$ cat src/rtl/buf_ptr_pkg.sv
package buf_ptr_pkg;
    parameter int unsigned BUF_AW = 13;
    typedef logic [BUF_AW-1:0] addr_t;

    typedef enum logic {ST_IDLE, ST_RESP} rd_state_e;

    // Region-aware step: upper bound jumps to lower bound, else +1 modulo size
    function automatic addr_t step_wrap(addr_t a, addr_t lo, addr_t hi);
        return (a == hi) ? lo : addr_t'(a + 1'b1);
    endfunction

    // Linear step, modulo size only
    function automatic addr_t step_lin(addr_t a);
        return addr_t'(a + 1'b1);
    endfunction
endpackage

$ cat src/rtl/buf_ptr_reg.sv
module buf_ptr_reg
    import buf_ptr_pkg::*;
#(
    parameter bit WRAP = 1'b0
) (
    input  logic  clk,
    input  logic  rst_n,
    input  logic  ld,
    input  addr_t ld_addr,
    input  logic  adv,
    input  addr_t lo,
    input  addr_t hi,
    output addr_t cur,
    output addr_t ptr
);
    addr_t ptr_q;
    addr_t nxt;

    assign cur = ld ? ld_addr : ptr_q;
    assign ptr = ptr_q;

    generate
        if (WRAP) begin : g_wrap
            assign nxt = step_wrap(cur, lo, hi);


            wrap_to_lo_chk: assert property (@(posedge clk) disable iff (!rst_n)
                (adv && cur == hi) |=> (ptr == $past(lo)));

            lin_step_chk: assert property (@(posedge clk) disable iff (!rst_n)
                (adv && cur != hi) |=> (ptr == addr_t'($past(cur) + 1'b1)));
        end else begin : g_lin
            logic unused_bounds;
            assign unused_bounds = ^{lo, hi};
            assign nxt = step_lin(cur);


            no_wrap_chk: assert property (@(posedge clk) disable iff (!rst_n)
                adv |=> (ptr == addr_t'($past(cur) + 1'b1)));
        end
    endgenerate

    always_ff @(posedge clk) begin
        if (!rst_n)   ptr_q <= '0;
        else if (adv) ptr_q <= nxt;
        else if (ld)  ptr_q <= ld_addr;
    end


    load_only_chk: assert property (@(posedge clk) disable iff (!rst_n)
        (ld && !adv) |=> (ptr == $past(ld_addr)));
endmodule

$ cat src/rtl/buf_ptr_arb.sv
module buf_ptr_arb
    import buf_ptr_pkg::*;
(
    input  logic clk,
    input  logic rst_n,
    input  logic rd_req,
    input  logic wr_req,
    output logic rd_ack,
    output logic wr_ack,
    output logic rd_valid
);
    rd_state_e state_q, state_d;

    always_ff @(posedge clk) begin
        if (!rst_n) state_q <= ST_IDLE;
        else        state_q <= state_d;
    end

    always_comb begin
        wr_ack   = wr_req;
        rd_ack   = rd_req && !wr_req;
        rd_valid = 1'b0;
        state_d  = ST_IDLE;
        unique case (state_q)
            ST_IDLE: state_d = rd_ack ? ST_RESP : ST_IDLE;
            ST_RESP: begin
                rd_valid = 1'b1;
                state_d  = rd_ack ? ST_RESP : ST_IDLE;
            end
            default: state_d = ST_IDLE;
        endcase
    end


    wr_first_chk: assert property (@(posedge clk) disable iff (!rst_n)
        (rd_req && wr_req) |-> (wr_ack && !rd_ack));

    rd_resp_chk: assert property (@(posedge clk) disable iff (!rst_n)
        rd_ack |=> rd_valid);

    rd_quiet_chk: assert property (@(posedge clk) disable iff (!rst_n)
        !rd_ack |=> !rd_valid);
endmodule

$ cat src/rtl/buf_ptr_unit.sv
module buf_ptr_unit
    import buf_ptr_pkg::*;
#(
    parameter int unsigned DATA_W = 8
) (
    input  logic              clk,
    input  logic              rst_n,
    input  logic              rd_ld,
    input  logic [BUF_AW-1:0] rd_ld_addr,
    input  logic              wr_ld,
    input  logic [BUF_AW-1:0] wr_ld_addr,
    input  logic [BUF_AW-1:0] rx_lo,
    input  logic [BUF_AW-1:0] rx_hi,
    input  logic              rd_req,
    output logic              rd_ack,
    output logic              rd_valid,
    output logic [DATA_W-1:0] rd_data,
    input  logic              wr_req,
    input  logic [DATA_W-1:0] wr_data,
    output logic              wr_ack,
    output logic [BUF_AW-1:0] rd_ptr_o,
    output logic [BUF_AW-1:0] wr_ptr_o,
    output logic [BUF_AW-1:0] mem_addr,
    output logic              mem_we,
    output logic [DATA_W-1:0] mem_wdata,
    input  logic [DATA_W-1:0] mem_rdata
);
    addr_t rd_cur, wr_cur;

    buf_ptr_arb u_arb (
        .clk(clk), .rst_n(rst_n), .rd_req(rd_req), .wr_req(wr_req),
        .rd_ack(rd_ack), .wr_ack(wr_ack), .rd_valid(rd_valid)
    );

    buf_ptr_reg #(.WRAP(1'b1)) u_rd_ptr (
        .clk(clk), .rst_n(rst_n), .ld(rd_ld), .ld_addr(rd_ld_addr),
        .adv(rd_ack), .lo(rx_lo), .hi(rx_hi), .cur(rd_cur), .ptr(rd_ptr_o)
    );

    buf_ptr_reg #(.WRAP(1'b0)) u_wr_ptr (
        .clk(clk), .rst_n(rst_n), .ld(wr_ld), .ld_addr(wr_ld_addr),
        .adv(wr_ack), .lo(rx_lo), .hi(rx_hi), .cur(wr_cur), .ptr(wr_ptr_o)
    );

    assign mem_addr  = wr_ack ? wr_cur : rd_cur;
    assign mem_we    = wr_ack;
    assign mem_wdata = wr_data;
    assign rd_data   = mem_rdata;


    wr_addr_chk: assert property (@(posedge clk) disable iff (!rst_n)
        (wr_ack && !wr_ld) |-> (mem_addr == wr_ptr_o && mem_we));

    ld_first_chk: assert property (@(posedge clk) disable iff (!rst_n)
        (rd_ack && rd_ld) |-> (mem_addr == rd_ld_addr));

    rd_addr_chk: assert property (@(posedge clk) disable iff (!rst_n)
        (rd_ack && !rd_ld) |-> (mem_addr == rd_ptr_o && !mem_we));
endmodule

$ cat config.mk
export PLATFORM = sky130hd
export DESIGN_NAME = buf_ptr_unit
export DESIGN_NICKNAME = d
export VERILOG_FILES = /design/src/rtl/buf_ptr_pkg.sv /design/src/rtl/buf_ptr_reg.sv /design/src/rtl/buf_ptr_arb.sv /design/src/rtl/buf_ptr_unit.sv
export SDC_FILE = /design/constraint.sdc
export NUM_CORES = 1
export LEC_CHECK = 0
export ABC_CLOCK_PERIOD_IN_PS = 4050
export CAP_MARGIN = 10
export CORE_UTILIZATION = 35
export CTS_BUF_LIST = sky130_fd_sc_hd__clkbuf_8
export DETAILED_ROUTE_END_ITERATION = 7
export PLACE_DENSITY = 0.75
export SYNTH_ARGS = -nofsm -noshare
export SYNTH_HDL_FRONTEND = slang
export SYNTH_SLANG_ARGS = --single-unit
$ cat constraint.sdc
create_clock -name clk -period 4.05 [get_ports clk]
set_input_delay 0.81 -clock clk [delete_from_list [all_inputs] [get_ports clk]]
set_output_delay 0.81 -clock clk [all_outputs]
set_load 0.01 [all_outputs]
==> metrics.txt, run 1 <==
# TYPE chip_impl_metric gauge
chip_impl_metric{name="combined_area_of_the_multi_input_logic_cells",unit="sq um"} 1530
chip_impl_metric{name="route.detailed.wl_per_inst",unit="microns"} 15.2
chip_impl_metric{name="initial_core_util",unit="%"} 36.4
chip_impl_metric{name="port_buffers",unit=""} 100
chip_impl_metric{name="fraction_of_the_yosys_area_taken_by_sequential_cells",unit="%"} 23.3
chip_impl_metric{name="required_time_of_the_critical_path",unit="ns"} 3.24
chip_impl_metric{name="cts_setup_buffers",unit=""} 0
chip_impl_metric{name="clock_latency",unit="ns"} 0.28
chip_impl_metric{name="worst_slew_pin_slew",unit="ns"} 0.637
chip_impl_metric{name="worst-endpoint-arrival",unit="ns"} 2.75
chip_impl_metric{name="drt_first_pass_iters",unit=""} 4
chip_impl_metric{name="syn_inst",unit=""} 286
chip_impl_metric{name="compound_gate_fraction_of_synth_area",unit="%"} 15.4
chip_impl_metric{name="postCtsHoldBufs",unit=""} 0
chip_impl_info{name="hp-class",value="flip-flop to flip-flop"} 1
chip_impl_metric{name="clk_pin_slew",unit="ns"} 0.10
chip_impl_metric{name="power.static_leakage",unit="uW"} 0.00129
chip_impl_metric{name="cell_area_after_synthesis",unit="sq um"} 2320
chip_impl_metric{name="ys_ff_latch",unit=""} 27
chip_impl_metric{name="groute.usage.overall",unit="%"} 18.9
chip_impl_metric{name="yosysUniqueCellTypes",unit=""} 48
chip_impl_metric{name="vias",unit=""} 2390
chip_impl_info{name="regToRegEndpoint",value="u_rd_ptr.ptr[12]"} 1
chip_impl_metric{name="total_wire_length",unit="microns"} 6720
chip_impl_metric{name="maxSlewHeadroom",unit="%"} 57.5
chip_impl_metric{name="max_cap_viol_count",unit=""} 0
chip_impl_metric{name="power.ir.vdd_worst",unit="uV"} 130
chip_impl_metric{name="worstPathBufferInverterCount",unit=""} 3
chip_impl_metric{name="whs_path_depth",unit=""} 3
chip_impl_metric{name="post_cts_resized",unit=""} 0
chip_impl_info{name="timing.setup.critical_path_class",value="input port to primary output"} 1
chip_impl_metric{name="layout_worst_path_cycle_share",unit="%"} 88.0
chip_impl_metric{name="power_per_cell_area",unit="nW/um^2"} 238
chip_impl_info{name="cts_tree",value="yes"} 1
chip_impl_info{name="final_common_cell",value="clkdlybuf4s50_1"} 1
chip_impl_metric{name="htreeDepth",unit=""} 1
chip_impl_info{name="crit_path_capture",value="mem_addr[4]"} 1
chip_impl_metric{name="post_synth_fa_ha_maj_area_fraction",unit="%"} 1.08
chip_impl_info{name="crit-reg2reg-launch",value="u_rd_ptr.ptr[1]"} 1
chip_impl_metric{name="grt_max_degree",unit=""} 34
chip_impl_info{name="cts_root_buffer",value="clkbuf_8"} 1
chip_impl_metric{name="synthesis.nets",unit=""} 362
chip_impl_metric{name="fin_setup_tns",unit="ns"} 0
chip_impl_metric{name="finish.net_count",unit=""} 441
chip_impl_metric{name="die_height",unit="microns"} 83.5
chip_impl_metric{name="clock.fmax",unit="MHz"} 281
chip_impl_metric{name="num_antenna_cells",unit=""} 0
chip_impl_metric{name="crit_fanout",unit=""} 27
chip_impl_metric{name="cp.depth",unit=""} 5
chip_impl_info{name="cells_along_the_critical_path",value="clkdlybuf4s50_1 -> buf_4 -> mux2i_1 -> mux2i_1 -> clkdlybuf4s50_1"} 1
chip_impl_metric{name="drt-vias-per-instance",unit=""} 5.42
chip_impl_metric{name="r2r.worst_path.cells",unit=""} 6
chip_impl_metric{name="die_w",unit="microns"} 83.5
chip_impl_metric{name="r2r_setup_slack",unit="ns"} 1.92
chip_impl_metric{name="fillers",unit=""} 617
chip_impl_metric{name="number_of_enable_type_register_cells_in_the_synthesized_netlist",unit=""} 0
chip_impl_metric{name="cpPeakStageDelay",unit="ns"} 0.51
chip_impl_metric{name="detail_route.drc_violations",unit=""} 0
chip_impl_metric{name="postRouteAntennaNets",unit=""} 0
chip_impl_metric{name="finalSetupViolCount",unit=""} 0
chip_impl_metric{name="synthesis.area_per_instance",unit="sq um"} 8.12
chip_impl_metric{name="area_delta_synth_final",unit="%"} 41.8
chip_impl_metric{name="core_area",unit="sq um"} 6390
chip_impl_metric{name="layout_cells_sized_above_1",unit="%"} 7.14
chip_impl_metric{name="place_worst_setup_slack",unit="ns"} 0.493
chip_impl_info{name="critPathTopFamily",value="buffers and inverters"} 1
chip_impl_metric{name="post_route_skew",unit="ns"} 0.00595
chip_impl_metric{name="antenna_violations_before_repair",unit=""} 0
chip_impl_metric{name="cts_num_sinks",unit=""} 27
chip_impl_info{name="critPathCaptureType",value="primary output"} 1
chip_impl_metric{name="area_of_the_die",unit="sq um"} 6960
chip_impl_metric{name="clock_path_buffers",unit=""} 2
chip_impl_metric{name="layout.core_utilization",unit="%"} 51.5
chip_impl_info{name="ys.flop_type",value="dfxtp_1"} 1
chip_impl_metric{name="cts_inserted_buffers",unit=""} 3
chip_impl_info{name="status",value="complete, no violations"} 1
chip_impl_metric{name="io_pins",unit=""} 133
chip_impl_metric{name="xor_and_xnor_fraction_of_the_mapped_netlist_area",unit="%"} 8.67
chip_impl_metric{name="hpwlAfterDp",unit="microns"} 5250
chip_impl_info{name="synth_top_family_by_area",value="simple AND/OR/NAND/NOR gates"} 1
chip_impl_metric{name="synth_warnings",unit=""} 0
chip_impl_info{name="rsz0062_at_grt",value="no"} 1
chip_impl_metric{name="post-route-min-period",unit="ns"} 3.56
chip_impl_metric{name="number_of_hold_slack_violations_in_the_final_timing_report",unit=""} 0
chip_impl_info{name="most-common-layout-cells",value="100 x clkdlybuf4s50_1, 27 x mux2i_1, 27 x dfxtp_1"} 1
chip_impl_metric{name="std_cell_rows",unit=""} 29
chip_impl_metric{name="grt_pass1_wl",unit="microns"} 10800
chip_impl_metric{name="multiplexer_share_of_the_synthesized_area",unit="%"} 16.8
chip_impl_metric{name="drt_first_iter_violations",unit=""} 111
chip_impl_info{name="worstSetupStartpoint",value="rd_ld"} 1
chip_impl_info{name="critPathSlowestCell",value="clkdlybuf4s50_1"} 1
chip_impl_metric{name="final_critical_path_setup_slack",unit="ns"} 0.487
chip_impl_metric{name="first_global_vias",unit=""} 2240
chip_impl_metric{name="sequential_cell_area",unit="sq um"} 541
chip_impl_metric{name="async_reset_ff_share",unit="%"} 0
chip_impl_metric{name="finalWeightedCongestion",unit=""} 0.787
chip_impl_info{name="worst_setup_path_start_kind",value="input port"} 1
chip_impl_metric{name="maxSlewViolCount",unit=""} 0
chip_impl_metric{name="synth_simple_gate_area_share",unit="%"} 24.0
chip_impl_metric{name="globalRouteOverflowTotal",unit=""} 0
==> cell usage after synthesis, types with 6 or more instances <==
cell type	number	area share, %
xnor2_1	15	5.7
buf_4	18	5.8
a21boi_1	6	1.9
dfxtp_1	27	23
mux2i_1	27	12
o21ai_0	6	1.3
xor2_1	8	3.0
and2_1	10	2.7
nand3_1	15	3.2
mux2_2	6	2.9
nor2_1	17	2.7
clkbuf_1	8	1.3
a21oi_1	15	3.2
nand2_1	26	4.2
and3_1	7	1.9
==> how the worst min path moves through the flow <==
stage	from	to
after global routing	u_rd_ptr.ptr[0]	u_rd_ptr.ptr[0]
after CTS	u_wr_ptr.ptr[2]	u_wr_ptr.ptr[2]
after floorplan	u_wr_ptr.ptr[2]	u_wr_ptr.ptr[2]
after detailed placement	u_wr_ptr.ptr[2]	u_wr_ptr.ptr[2]
after global placement	u_wr_ptr.ptr[2]	u_wr_ptr.ptr[2]
final	u_wr_ptr.ptr[2]	u_wr_ptr.ptr[2]
==> worst min-delay path: stages (launching register included) <==
cell	delay [ns]
dfxtp_1	0.36
mux2i_1	0.12
nand2_1	0.07
and3_1	0.14
==> kinds of logic after synthesis <==
group           Yosys count
fa+ha+maj                 2
simple gates            104
buf+inv                  39
flops                    27
compound gates           54
xor+xnor                 23
mux                      37
==> sequential cells by signal, indices dropped and copies added, names as in the netlist <==
register,flops
u_wr_ptr.ptr,13
u_arb.state_q,1
u_rd_ptr.ptr,13
==> area by class of cell <==
cell class / instances / area share (%)
timing repair buffer: 108 / 32.2
sequential: 27 / 16.4
tap: 77 / 2.93
clock buffer: 3 / 1.25
multi-input combinational: 220 / 46.5
clock inverter: 1 / 0.114
inverter: 5 / 0.570
==> stage by stage <==
step | hold slack, ns | power, uW | area [sq um] | instances
6_report | 0.709 | 785 | 3290 | 441
5_1_grt | 0.774 | 829 | 3290 | 441
3_3_place_gp | 0.674 | 629 | 3250 | 437
4_1_cts | 0.724 | 792 | 3290 | 441
3_5_place_dp | 0.696 | 633 | 3250 | 437
2_1_floorplan | 0.699 | 486 | 2320 | 286
==> metal layers <==
layer	part of all wire (%)	vias to the layer above	GRT usage [%]
li1	-	1170	-
met1	43	1117	24.8
met2	49	89	31.6
met3	6.3	14	3.26
met4	1.5	0	5.86
met5	0	-	0
==> where the power goes <==
part           leakage, uW  internal (uW)  total (uW)  switching, uW
clock network    0.0000269           68.2         158           90.0
logic              0.00104            182         324            143
registers         0.000224            287         303           16.1
total              0.00129            536         785            249
(Power assumes the default switching activity.)
==> run 2, diff against run 1 <==
--- a/config.mk
+++ b/config.mk
@@ -5,12 +5,12 @@
 export SDC_FILE = /design/constraint.sdc
 export NUM_CORES = 1
 export LEC_CHECK = 0
-export ABC_CLOCK_PERIOD_IN_PS = 4050
+export ABC_CLOCK_PERIOD_IN_PS = 2950
 export CAP_MARGIN = 10
 export CORE_UTILIZATION = 35
 export CTS_BUF_LIST = sky130_fd_sc_hd__clkbuf_8
 export DETAILED_ROUTE_END_ITERATION = 7
-export PLACE_DENSITY = 0.75
+export PLACE_DENSITY = 0.78
 export SYNTH_ARGS = -nofsm -noshare
 export SYNTH_HDL_FRONTEND = slang
 export SYNTH_SLANG_ARGS = --single-unit
==> constraint.sdc (replaced) <==
create_clock -name clk -period 2.95 [get_ports clk]
set_input_delay 0.59 -clock clk [delete_from_list [all_inputs] [get_ports clk]]
set_output_delay 0.59 -clock clk [all_outputs]
set_load 0.01 [all_outputs]
==> run 2 against run 1 <==
Clock power rose by 41%. Die area stayed put. Core utilization up 3.9 points. Routed wire length rose by 9.2%. Hold slack got worse by 0.0028 ns. Sequential share of layout area is 1.2 points lower. Critical path type unchanged. Critical endpoint is now mem_addr[1]. Highest routed layer unchanged.
==> metrics.txt, run 2 (same netlist as run 1, synthesis figures left out) <==
# TYPE chip_impl_metric gauge
chip_impl_metric{name="std_cell_rows",unit=""} 29
chip_impl_metric{name="final_critical_path_setup_slack",unit="ns"} 0.141
chip_impl_metric{name="hpwlAfterDp",unit="microns"} 5640
chip_impl_metric{name="sw_frac_of_total",unit="%"} 32.0
chip_impl_info{name="rsz0062_at_grt",value="no"} 1
chip_impl_metric{name="crit_fanout",unit=""} 21
chip_impl_metric{name="required_time_of_the_critical_path",unit="ns"} 2.36
chip_impl_metric{name="area_of_the_die",unit="sq um"} 6960
chip_impl_metric{name="hold_ws",unit="ns"} 0.706
chip_impl_metric{name="finish.net_count",unit=""} 463
chip_impl_info{name="final_common_cell",value="clkdlybuf4s50_1"} 1
chip_impl_metric{name="antenna_violations_before_repair",unit=""} 0
chip_impl_info{name="critPathCaptureType",value="primary output"} 1
chip_impl_metric{name="io_pins",unit=""} 133
chip_impl_info{name="crit-reg2reg-launch",value="u_rd_ptr.ptr[5]"} 1
chip_impl_metric{name="drt_first_pass_iters",unit=""} 4
chip_impl_metric{name="core_area",unit="sq um"} 6390
chip_impl_metric{name="drt_first_iter_violations",unit=""} 133
chip_impl_metric{name="layout_worst_path_cycle_share",unit="%"} 95.2
chip_impl_metric{name="port_buffers",unit=""} 100
chip_impl_info{name="hp-class",value="flip-flop to flip-flop"} 1
chip_impl_metric{name="whs_path_depth",unit=""} 3
chip_impl_metric{name="area_delta_synth_final",unit="%"} 52.5
chip_impl_info{name="timing.setup.critical_path_class",value="input port to primary output"} 1
chip_impl_metric{name="non_filler_instances",unit=""} 463
chip_impl_metric{name="initial_core_util",unit="%"} 36.4
chip_impl_metric{name="placedCellCount",unit=""} 458
chip_impl_info{name="worst_setup_path_start_kind",value="input port"} 1
chip_impl_info{name="cts_tree",value="yes"} 1
chip_impl_metric{name="vias",unit=""} 2521
chip_impl_metric{name="fillers",unit=""} 585
chip_impl_metric{name="num_antenna_cells",unit=""} 0
chip_impl_metric{name="finalSetupViolCount",unit=""} 0
chip_impl_metric{name="r2r_setup_slack",unit="ns"} 0.94
chip_impl_metric{name="total_wire_length",unit="microns"} 7340
chip_impl_metric{name="pwr-share-clk",unit="%"} 19.7
chip_impl_metric{name="clock.fmax",unit="MHz"} 356
chip_impl_metric{name="finalWeightedCongestion",unit=""} 0.916
chip_impl_metric{name="first_global_vias",unit=""} 2414
chip_impl_metric{name="cts_inserted_buffers",unit=""} 3
chip_impl_metric{name="post-route-min-period",unit="ns"} 2.81
chip_impl_metric{name="clk_pin_slew",unit="ns"} 0.10
chip_impl_metric{name="detail_route.drc_violations",unit=""} 0
chip_impl_metric{name="power_per_cell_area",unit="nW/um^2"} 321
chip_impl_metric{name="clock_path_buffers",unit=""} 2
chip_impl_metric{name="place_worst_setup_slack",unit="ns"} -0.0812
chip_impl_info{name="most-common-layout-cells",value="98 x clkdlybuf4s50_1, 27 x dfxtp_1, 26 x nand2_1"} 1
chip_impl_metric{name="p_comb_share",unit="%"} 43.5
chip_impl_metric{name="route.detailed.wl_per_inst",unit="microns"} 15.8
chip_impl_metric{name="globalRouteOverflowTotal",unit=""} 0
chip_impl_metric{name="grt_pass1_wl",unit="microns"} 11400
chip_impl_metric{name="die_w",unit="microns"} 83.5
chip_impl_info{name="status",value="complete, no violations"} 1
chip_impl_metric{name="postRouteAntennaNets",unit=""} 0
chip_impl_metric{name="max_cap_viol_count",unit=""} 0
chip_impl_info{name="holdCritStartpoint",value="u_wr_ptr.ptr[2]"} 1
chip_impl_metric{name="worst-endpoint-arrival",unit="ns"} 2.22
chip_impl_info{name="hold_end",value="u_wr_ptr.ptr[2]"} 1
chip_impl_metric{name="die_height",unit="microns"} 83.5
chip_impl_metric{name="power.ir.vdd_worst",unit="uV"} 181
chip_impl_info{name="regToRegEndpoint",value="u_rd_ptr.ptr[7]"} 1
chip_impl_metric{name="post_route_skew",unit="ns"} 0.00293
chip_impl_metric{name="htreeDepth",unit=""} 1
chip_impl_metric{name="drt-vias-per-instance",unit=""} 5.44
chip_impl_metric{name="cell_internal_pwr",unit="uW"} 772
chip_impl_metric{name="maxSlewViolCount",unit=""} 0
chip_impl_metric{name="number_of_hold_slack_violations_in_the_final_timing_report",unit=""} 0
chip_impl_metric{name="net_switching_power_figure",unit="uW"} 364
chip_impl_metric{name="power.static_leakage",unit="uW"} 0.00144
chip_impl_metric{name="worst_slew_pin_slew",unit="ns"} 0.399
chip_impl_metric{name="r2r.worst_path.cells",unit=""} 7
chip_impl_metric{name="groute.usage.overall",unit="%"} 20.4
chip_impl_metric{name="maxSlewHeadroom",unit="%"} 72.7
chip_impl_metric{name="grt_max_degree",unit=""} 33
chip_impl_metric{name="layout_cells_sized_above_1",unit="%"} 13.2
chip_impl_metric{name="cts_num_sinks",unit=""} 27
chip_impl_metric{name="clock_latency",unit="ns"} 0.28
chip_impl_metric{name="power_frac_seq",unit="%"} 36.8
chip_impl_info{name="cts_root_buffer",value="clkbuf_8"} 1
## run 2: cell count changes in the layout (fill, tap and decap cells not counted), sizes merged
cell / before / now
dlygate4sd2: 0 / 1
clkdlybuf4s50: 100 / 98
clkbuf: 3 / 4
dlymetal6s2s: 0 / 1
buf: 8 / 29
## run 2: cell type report
class                      count  area [sq um]  share of cell area, %
clock buffer                   3          41.3                   1.17
clock inverter                 1          3.75                  0.106
inverter                       5          18.8                  0.530
multi-input combinational    220          1550                   43.7
sequential                    27           541                   15.3
tap                           77          96.3                   2.72
timing repair buffer         130          1290                   36.6
## run 2: stage by stage
step | total power, uW | setup TNS (ns) | util (%) | instance area, sq um
3_5_place_dp | 909 | -0.266 | 54.1 | 3450
5_1_grt | 1190 | 0 | 55.5 | 3540
3_3_place_gp | 904 | -0.147 | 54.1 | 3450
4_1_cts | 1130 | -0.0671 | 54.9 | 3510
6_report | 1140 | 0 | 55.5 | 3540
2_1_floorplan | 667 | 0 | - | 2320
## run 2: worst max path at each step
stage	cells past startpoint	start	to
floorplan	8	rd_ld	u_rd_ptr.ptr[12]
global placement	9	rd_ld	u_rd_ptr.ptr[7]
detailed placement	7	rd_ld	mem_addr[0]
CTS	6	rd_ld	mem_addr[5]
global route	5	wr_ld	mem_addr[2]
finish	5	wr_ld	mem_addr[1]
## run 2: routing by layer
layer	wire, microns	up-vias	GRT usage (%)
met1	3110	1204	25.0
met3	437	13	2.77
met4	112	0	5.08
met2	3680	96	37.4
li1	-	1208	-
met5	0	-	0
## run 2: what timing repair did
action                                  4_1_cts  5_1_grt
pin swaps                                     0        0
resized for setup                             2        4
endpoints found under the setup margin        3        9
hold buffers                                  0        0
buffers inserted                              0        0
gates cloned                                  0        1
## run 2: power groups by stage
| stage | sequential (uW) | combinational [uW] | clock (uW) |
|---|---|---|---|
| 2_1_floorplan | 433 | 234 | 0 |
| 3_3_place_gp | 424 | 479 | 0 |
| 3_5_place_dp | 425 | 485 | 0 |
| 4_1_cts | 417 | 488 | 224 |
| 5_1_grt | 422 | 531 | 237 |
| 6_report | 418 | 494 | 223 |
## run 2: worst max-delay path, stage by stage
cell	delay, ns
clkdlybuf4s50_1	0.50
buf_12	0.18
mux2i_1	0.33
a21oi_1	0.12
clkdlybuf4s50_1	0.49
